$ cat config.mk
export PLATFORM = sky130hd
export DESIGN_NAME = adc_chain_reader
export DESIGN_NICKNAME = d
export VERILOG_FILES = /design/src/rtl/adc_rd_pkg.sv /design/src/rtl/adc_rd_sclk.sv /design/src/rtl/adc_rd_capture.sv /design/src/rtl/adc_rd_emit.sv /design/src/rtl/adc_chain_reader.sv
export SDC_FILE = /design/constraint.sdc
export NUM_CORES = 1
export LEC_CHECK = 0
export ABC_AREA = 0
export CAP_MARGIN = 20
export CORE_ASPECT_RATIO = 1.5
export CORE_MARGIN = 2
export CORE_UTILIZATION = 35
export CTS_BUF_LIST = sky130_fd_sc_hd__clkbuf_8
export DETAILED_ROUTE_END_ITERATION = 10
export SKIP_CTS_REPAIR_TIMING = 1
export SYNTH_ARGS = -nofsm -noshare
export SYNTH_HDL_FRONTEND = slang
export SYNTH_HIERARCHICAL = 1
export SYNTH_SLANG_ARGS = --single-unit
export TNS_END_PERCENT = 5
$ cat constraint.sdc
create_clock -name clk -period 3.6 [get_ports clk]
set_input_delay 0.54 -clock clk [delete_from_list [all_inputs] [get_ports clk]]
set_output_delay 0.54 -clock clk [all_outputs]
set_load 0.03 [all_outputs]
$ cat src/rtl/adc_rd_pkg.sv
// Shared constants, state encoding and result re-coding for the chained
// converter readout controller.
package adc_rd_pkg;
    localparam int RES_W     = 18;  // bits per converter result
    localparam int DEV_IDX_W = 3;   // device tag width, chain length up to 8

    typedef enum logic [2:0] {
        ST_IDLE,
        ST_CONV,
        ST_WAIT,
        ST_SHIFT,
        ST_EMIT
    } rd_state_t;

    // Offset binary to two's complement: flip the sign position.
    function automatic logic [RES_W-1:0] ob_to_tc(input logic [RES_W-1:0] ob);
        return {~ob[RES_W-1], ob[RES_W-2:0]};
    endfunction
endpackage

$ cat src/rtl/adc_rd_sclk.sv
// Serial clock generator. While run is high, sclk toggles every
// max(half,1) system clocks, starting from its high rest level, so the
// first toggle is a falling edge. rise_tick marks the system clock edge on
// which sclk goes high again; the capture logic samples data on that edge.
// Assumes half is held stable while run is high.
module adc_rd_sclk #(
    parameter int DIV_W = 8
) (
    input  logic             clk,
    input  logic             rst_n,
    input  logic             run,
    input  logic [DIV_W-1:0] half,
    output logic             sclk,
    output logic             rise_tick
);
    logic [DIV_W-1:0] cnt;
    logic [DIV_W-1:0] limit;
    logic             at_end;

    // Effective half-period, zero treated as one.
    always_comb limit = (half == '0) ? DIV_W'(1) : half;

    // Marks the last system clock of the current phase.
    always_comb at_end = (cnt == limit - DIV_W'(1));

    // Phase counter and clock level.
    always_ff @(posedge clk) begin
        if (!rst_n) begin
            cnt  <= '0;
            sclk <= 1'b1;
        end else if (!run) begin
            cnt  <= '0;
            sclk <= 1'b1;
        end else if (at_end) begin
            cnt  <= '0;
            sclk <= ~sclk;
        end else begin
            cnt <= cnt + DIV_W'(1);
        end
    end

    // Rising-edge marker used to sample the serial input.
    always_comb rise_tick = run && at_end && !sclk;
endmodule

$ cat src/rtl/adc_rd_capture.sv
// Frame capture. Counts sampled bits of one frame (18*NDEV+1 bits), drops
// the first one (the shared busy bit) and shifts the rest in, first bit at
// the top. last_bit flags the tick that samples the final bit.
// Assumes clear is high for at least one cycle before a frame starts.
module adc_rd_capture #(
    parameter int NDEV  = 4,
    parameter int RES_W = 18
) (
    input  logic                  clk,
    input  logic                  rst_n,
    input  logic                  clear,
    input  logic                  bit_tick,
    input  logic                  sdi,
    output logic [RES_W*NDEV-1:0] frame,
    output logic                  last_bit
);
    localparam int DATA_W = RES_W * NDEV;
    localparam int TOT    = DATA_W + 1;
    localparam int CNT_W  = $clog2(TOT + 1);

    logic [CNT_W-1:0] bit_idx;

    // Bit counter and data shift register.
    always_ff @(posedge clk) begin
        if (!rst_n) begin
            bit_idx <= '0;
            frame   <= '0;
        end else if (clear) begin
            bit_idx <= '0;
        end else if (bit_tick) begin
            bit_idx <= bit_idx + CNT_W'(1);
            if (bit_idx != '0) begin
                frame <= {frame[DATA_W-2:0], sdi};
            end
        end
    end

    // Final bit of the frame is being sampled.
    always_comb last_bit = bit_tick && (bit_idx == CNT_W'(TOT - 1));
endmodule

$ cat src/rtl/adc_rd_emit.sv
// Result streamer. On load it presents the captured words one at a time,
// device 0 (first received) first, re-coded to two's complement and tagged
// with the device index. last_accept marks the handshake of the final word.
// Assumes frame is stable from load until the last word is accepted.
module adc_rd_emit #(
    parameter int NDEV  = 4,
    parameter int RES_W = 18
) (
    input  logic                                clk,
    input  logic                                rst_n,
    input  logic                                load,
    input  logic [RES_W*NDEV-1:0]               frame,
    input  logic                                m_ready,
    output logic                                m_valid,
    output logic [RES_W-1:0]                    m_data,
    output logic [adc_rd_pkg::DEV_IDX_W-1:0]    m_dev,
    output logic                                last_accept
);
    import adc_rd_pkg::*;

    localparam int DATA_W = RES_W * NDEV;

    logic [DEV_IDX_W-1:0] idx;
    logic [RES_W-1:0]     word;
    logic                 is_last;

    // Index of the final device in the chain.
    always_comb is_last = (idx == DEV_IDX_W'(NDEV - 1));

    // Valid flag and device index walk.
    always_ff @(posedge clk) begin
        if (!rst_n) begin
            m_valid <= 1'b0;
            idx     <= '0;
        end else if (load) begin
            m_valid <= 1'b1;
            idx     <= '0;
        end else if (m_valid && m_ready) begin
            if (is_last) begin
                m_valid <= 1'b0;
            end else begin
                idx <= idx + DEV_IDX_W'(1);
            end
        end
    end

    // Word select from the frame and re-coding.
    always_comb begin
        word   = frame[DATA_W-1 - int'(idx)*RES_W -: RES_W];
        m_data = ob_to_tc(word);
        m_dev  = idx;
    end

    // Handshake of the last word.
    always_comb last_accept = m_valid && m_ready && is_last;
endmodule

$ cat src/rtl/adc_chain_reader.sv
// Readout controller for NDEV chained 18-bit converters on a three-wire
// port. Sequence: convert pulse, wait for the busy level on sdi to drop
// (with timeout), clock 18*NDEV+1 falling edges, drop the busy bit, then
// stream NDEV two's complement words. Assumes sdi is already synchronous
// to clk and changes only after sclk falling edges.
module adc_chain_reader #(
    parameter int NDEV  = 4,
    parameter int DIV_W = 8,
    parameter int TO_W  = 16
) (
    input  logic             clk,
    input  logic             rst_n,
    input  logic             start,
    input  logic [DIV_W-1:0] sclk_half,
    input  logic [TO_W-1:0]  busy_limit,
    output logic             conv,
    output logic             sclk,
    input  logic             sdi,
    output logic             m_valid,
    input  logic             m_ready,
    output logic [17:0]      m_data,
    output logic [2:0]       m_dev,
    output logic             frame_done,
    output logic             timeout_err,
    output logic             active
);
    import adc_rd_pkg::*;

    rd_state_t              state;
    logic [TO_W-1:0]        wait_cnt;
    logic                   rise_tick;
    logic                   last_bit;
    logic                   last_accept;
    logic [RES_W*NDEV-1:0]  frame;

    // Sequencer: conversion, busy wait with timeout, clocking, streaming.
    always_ff @(posedge clk) begin
        if (!rst_n) begin
            state       <= ST_IDLE;
            wait_cnt    <= '0;
            conv        <= 1'b0;
            frame_done  <= 1'b0;
            timeout_err <= 1'b0;
        end else begin
            conv        <= 1'b0;
            frame_done  <= 1'b0;
            timeout_err <= 1'b0;
            unique case (state)
                ST_IDLE: if (start) begin
                    state <= ST_CONV;
                    conv  <= 1'b1;
                end
                ST_CONV: begin
                    state    <= ST_WAIT;
                    wait_cnt <= '0;
                end
                ST_WAIT: begin
                    if (!sdi) begin
                        state <= ST_SHIFT;
                    end else if (wait_cnt == busy_limit - TO_W'(1)) begin
                        state       <= ST_IDLE;
                        timeout_err <= 1'b1;
                    end else begin
                        wait_cnt <= wait_cnt + TO_W'(1);
                    end
                end
                ST_SHIFT: if (last_bit) state <= ST_EMIT;
                ST_EMIT: if (last_accept) begin
                    state      <= ST_IDLE;
                    frame_done <= 1'b1;
                end
                default: state <= ST_IDLE;
            endcase
        end
    end

    // Busy flag seen by the host.
    always_comb active = (state != ST_IDLE);

    adc_rd_sclk #(.DIV_W(DIV_W)) u_sclk (
        .clk       (clk),
        .rst_n     (rst_n),
        .run       (state == ST_SHIFT),
        .half      (sclk_half),
        .sclk      (sclk),
        .rise_tick (rise_tick)
    );

    adc_rd_capture #(.NDEV(NDEV), .RES_W(RES_W)) u_cap (
        .clk      (clk),
        .rst_n    (rst_n),
        .clear    (state == ST_CONV),
        .bit_tick (rise_tick && (state == ST_SHIFT)),
        .sdi      (sdi),
        .frame    (frame),
        .last_bit (last_bit)
    );

    adc_rd_emit #(.NDEV(NDEV), .RES_W(RES_W)) u_emit (
        .clk         (clk),
        .rst_n       (rst_n),
        .load        ((state == ST_SHIFT) && last_bit),
        .frame       (frame),
        .m_ready     (m_ready),
        .m_valid     (m_valid),
        .m_data      (m_data),
        .m_dev       (m_dev),
        .last_accept (last_accept)
    );
endmodule

==> results.toml <==
[setup_path]
endpoint_kind = "output pin"
critical_path_arrival_ps = 2920
critical_path_peak_fanout = 38
worstPathRequired_ps = 3060
startpoint_type = "register"
worst-setup-path-type = "reg -> out"

[cells_and_area]
antenna_cells_inserted = 0
syn2layout_area_growth_pct = 18.74
finalInstanceArea_mm2 = 0.009632
final_util_pct = 42.08
nets = 1057
layout-drive-gt1-share_pct = 17.96
post_layout_nonfiller_instances = 1310
fillers = 2269

[synth]
syn_nets = 978
synth.top_cells.by_area = "dfxtp_1 28%, mux2i_1 16%, nand2_1 6.2%, mux4_2 3.9%, nor2_1 3.2%"
count_of_different_cell_masters_after_synthesis = 86
share_of_synthesized_flip_flops_with_an_asynchronous_set_or_reset_pct = 0
synth-main-ff-cell = "dfxtp_1"
post_synth_inst_count = 939
synth_area_per_cell_um2 = 8.638
synth_commonest_cells = "135 x nand2_1, 131 x mux2i_1, 114 x dfxtp_1"
synth-edff-count = 0
synth.cell_area_mm2 = 0.008112
yosysTopAreaCell = "dfxtp_1"
ys_seq_area_share_pct = 28.14
yosys_warn_count = 6
synth_top_area_share_pct = 28.14
yosysMostFrequentCell = "nand2_1"
synth.ff_latch_count = 114

[drt]
post_drt_via_cell_ratio = 5.658
firstDrtPassIters = 6
drc_errors = 0
drt_iter0_markers = 479
num_vias = 7412
ant_nets = 0
routed_wl_um = 24610
drt-wirelength-per-cell_um = 18.79

[timing]
slew_at_the_pin_closest_to_its_max_slew_limit_ps = 556.8
report.final.hold_viol_count = 0
maxClockFrequency_mhz = 288.9
fin_crit_sh_pct = 96.15
min_period_ps = 3461
worst_clock_skew_ps = 18.26
final_max_slew_viol_count = 0
grt_setup_unrepaired = "no"
relSlewSlack_pct = 61.82
finalWorstSetupSlack_ps = 138.5
finalSetupViolations = 0

[clock_tree]
cts_sinks = 114
clockBufferDepth = 2
cts_inserted_buffers = 17
clock_transition_time_at_the_flip_flop_clock_pins_of_the_worst_setup_and_hold_paths_ps = 70
clock-root-buffer = "clkbuf_8"
cts_tree = "yes"
clock_latency_ps = 440
cts.htree.levels = 4

[power]
totalPowerFinal_uw = 2649
clkPwrFrac_pct = 44.8
power_per_cell_area_mw_per_mm2 = 275.0
power_report.internal_total_uw = 1972
comb_power_share_pct = 7.1
seq_power_share_pct = 48.1
power.net_switching_uw = 676.9
switching_share_pct = 25.55
power.static_leakage_uw = 0.003328
irDropWorstVdd_v = 0.0002094

[placed_design]
pre_cts_ws_ps = -410.1
port_buffers = 55
hpwlAfterDp_um = 19080
routabilityCongestion = 0.9691
placed_area_mm2 = 0.009135
placedCellCount = 1276

[flow_run]
maxCapViolCount = 0

[die]
rows = 68
design.die.area_mm2 = 0.02443
floorplan.die.width_um = 128.3
die_y_um = 190.5
ports_placed_on_the_boundary = 56
core-area_mm2 = 0.02289
start_util_pct = 35.44

[global_route]
grt_pass1_wl_um = 38920
pin_count_of_the_biggest_net_entering_global_routing = 43
antenna_violations_before_repair = 0
grt_use_total_pct = 20.33
grt_overflow_total = 0
grt_pass1_vias = 7369

[outcome]
run_status = "finished clean"

[min_path]
worst_hold_path_type = "reg -> reg"
[cells by family after synthesis]
| group | count (synthesis) | share of synthesized area (%) |
|---|---|---|
| adder cells (fa/ha/maj) | 10 | 1.542 |
| buffers and inverters | 86 | 6.339 |
| AND/OR/NAND/NOR | 341 | 20.28 |
| AO/OA/AOI/OAI | 175 | 15.33 |
| multiplexers | 163 | 22.74 |
| flip-flops | 114 | 28.14 |
| XOR/XNOR | 50 | 5.630 |
[per-stage QoR]
| stage | hold WS, ps | setup TNS (ps) |
|---|---|---|
| final | 478.5 | 0 |
| after global routing | 501.2 | 0 |
| after CTS | 478.2 | -426.4 |
| after detailed placement | 467.0 | -31010 |
| after global placement | 468.8 | -26990 |
| after floorplan | 447.1 | -8987 |
[registers in the layout, indices dropped and copies added, names as in the netlist]
signal and flops:
u_emit/m_valid 1, conv 1, state 3, u_sclk/sclk 1
timeout_err 1, frame_done 1, u_sclk/cnt 8, u_cap/bit_idx 7
u_cap/frame 72, u_emit/m_dev 3, wait_cnt 16
[worst max-delay path: stages (launching register included)]
cell,delay [ps]
dfxtp_4,400
inv_1,140
ha_2,440
buf_12,220
mux2i_2,290
mux2i_1,100
mux4_2,490
nand2_1,90
o21ai_0,90
buf_4,180
[path summary, 6_finish.rpt]
path | from | end | slack, ps | cells after the start
worst min-delay path | u_cap/frame[71] | u_cap/frame[71] | 480 | 2
worst max-delay path | u_emit/m_dev[0] | m_data[12] | 140 | 9
worst max register to register | u_sclk/cnt[2] | u_cap/frame[14] | 960 | 11
worst min register to register | u_cap/frame[71] | u_cap/frame[71] | 480 | 2
[routing by layer]
metal / wire length (um) / GRT usage, % / vias to the layer above
met3: 933 / 3.451 / 77
met4: 1539 / 12.60 / 0
met5: 0 / 0 / -
li1: - / - / 3592
met1: 9422 / 21.83 / 3511
met2: 12720 / 36.58 / 232
[layout by cell type, fill, tap and decap left out, types with 4 or more instances in the layout]
cell type,count
o32ai_1,7
clkbuf_8,17
nand4_1,9
buf_4,78
mux2_2,17
xnor2_1,28
ha_1,8
inv_1,18
a211oi_1,9
o221ai_1,7
o21ai_0,39
a21o_1,5
o22ai_1,13
nor2_1,68
buf_12,6
nand3_1,30
or2_2,5
inv_6,4
or3_1,7
nor3b_1,8
a21oi_1,31
nor2b_1,9
o211ai_1,6
o21ai_1,6
xor2_1,21
clkinv_4,5
nand2_1,135
nor3_1,20
dfxtp_1,113
nand2b_1,6
mux4_2,14
dlymetal6s2s_1,7
and3_1,9
mux2i_1,129
nor4_1,5
a22oi_1,5
clkdlybuf4s50_1,32
[power by group through the flow]
stage / Sequential, uW / Combinational [uW] / Clock, uW
3_3_place_gp: 1300 / 187 / 0
2_1_floorplan: 1300 / 108 / 0
4_1_cts: 1270 / 189 / 1230
6_report: 1270 / 188 / 1190
3_5_place_dp: 1300 / 188 / 0
5_1_grt: 1270 / 208 / 1280
[cell type report]
cell class,instances,area [um2],area share (%)
Multi-Input combinational cell,739,5354,55.59
Clock inverter,14,156.4,1.624
Sequential cell,114,2286,23.73
Clock buffer,17,234.0,2.429
Timing Repair Buffer,127,1180,12.25
Inverter,19,71.32,0.7405
Tap cell,280,350.3,3.637
Note: power is estimated with default switching activity, not from simulation.
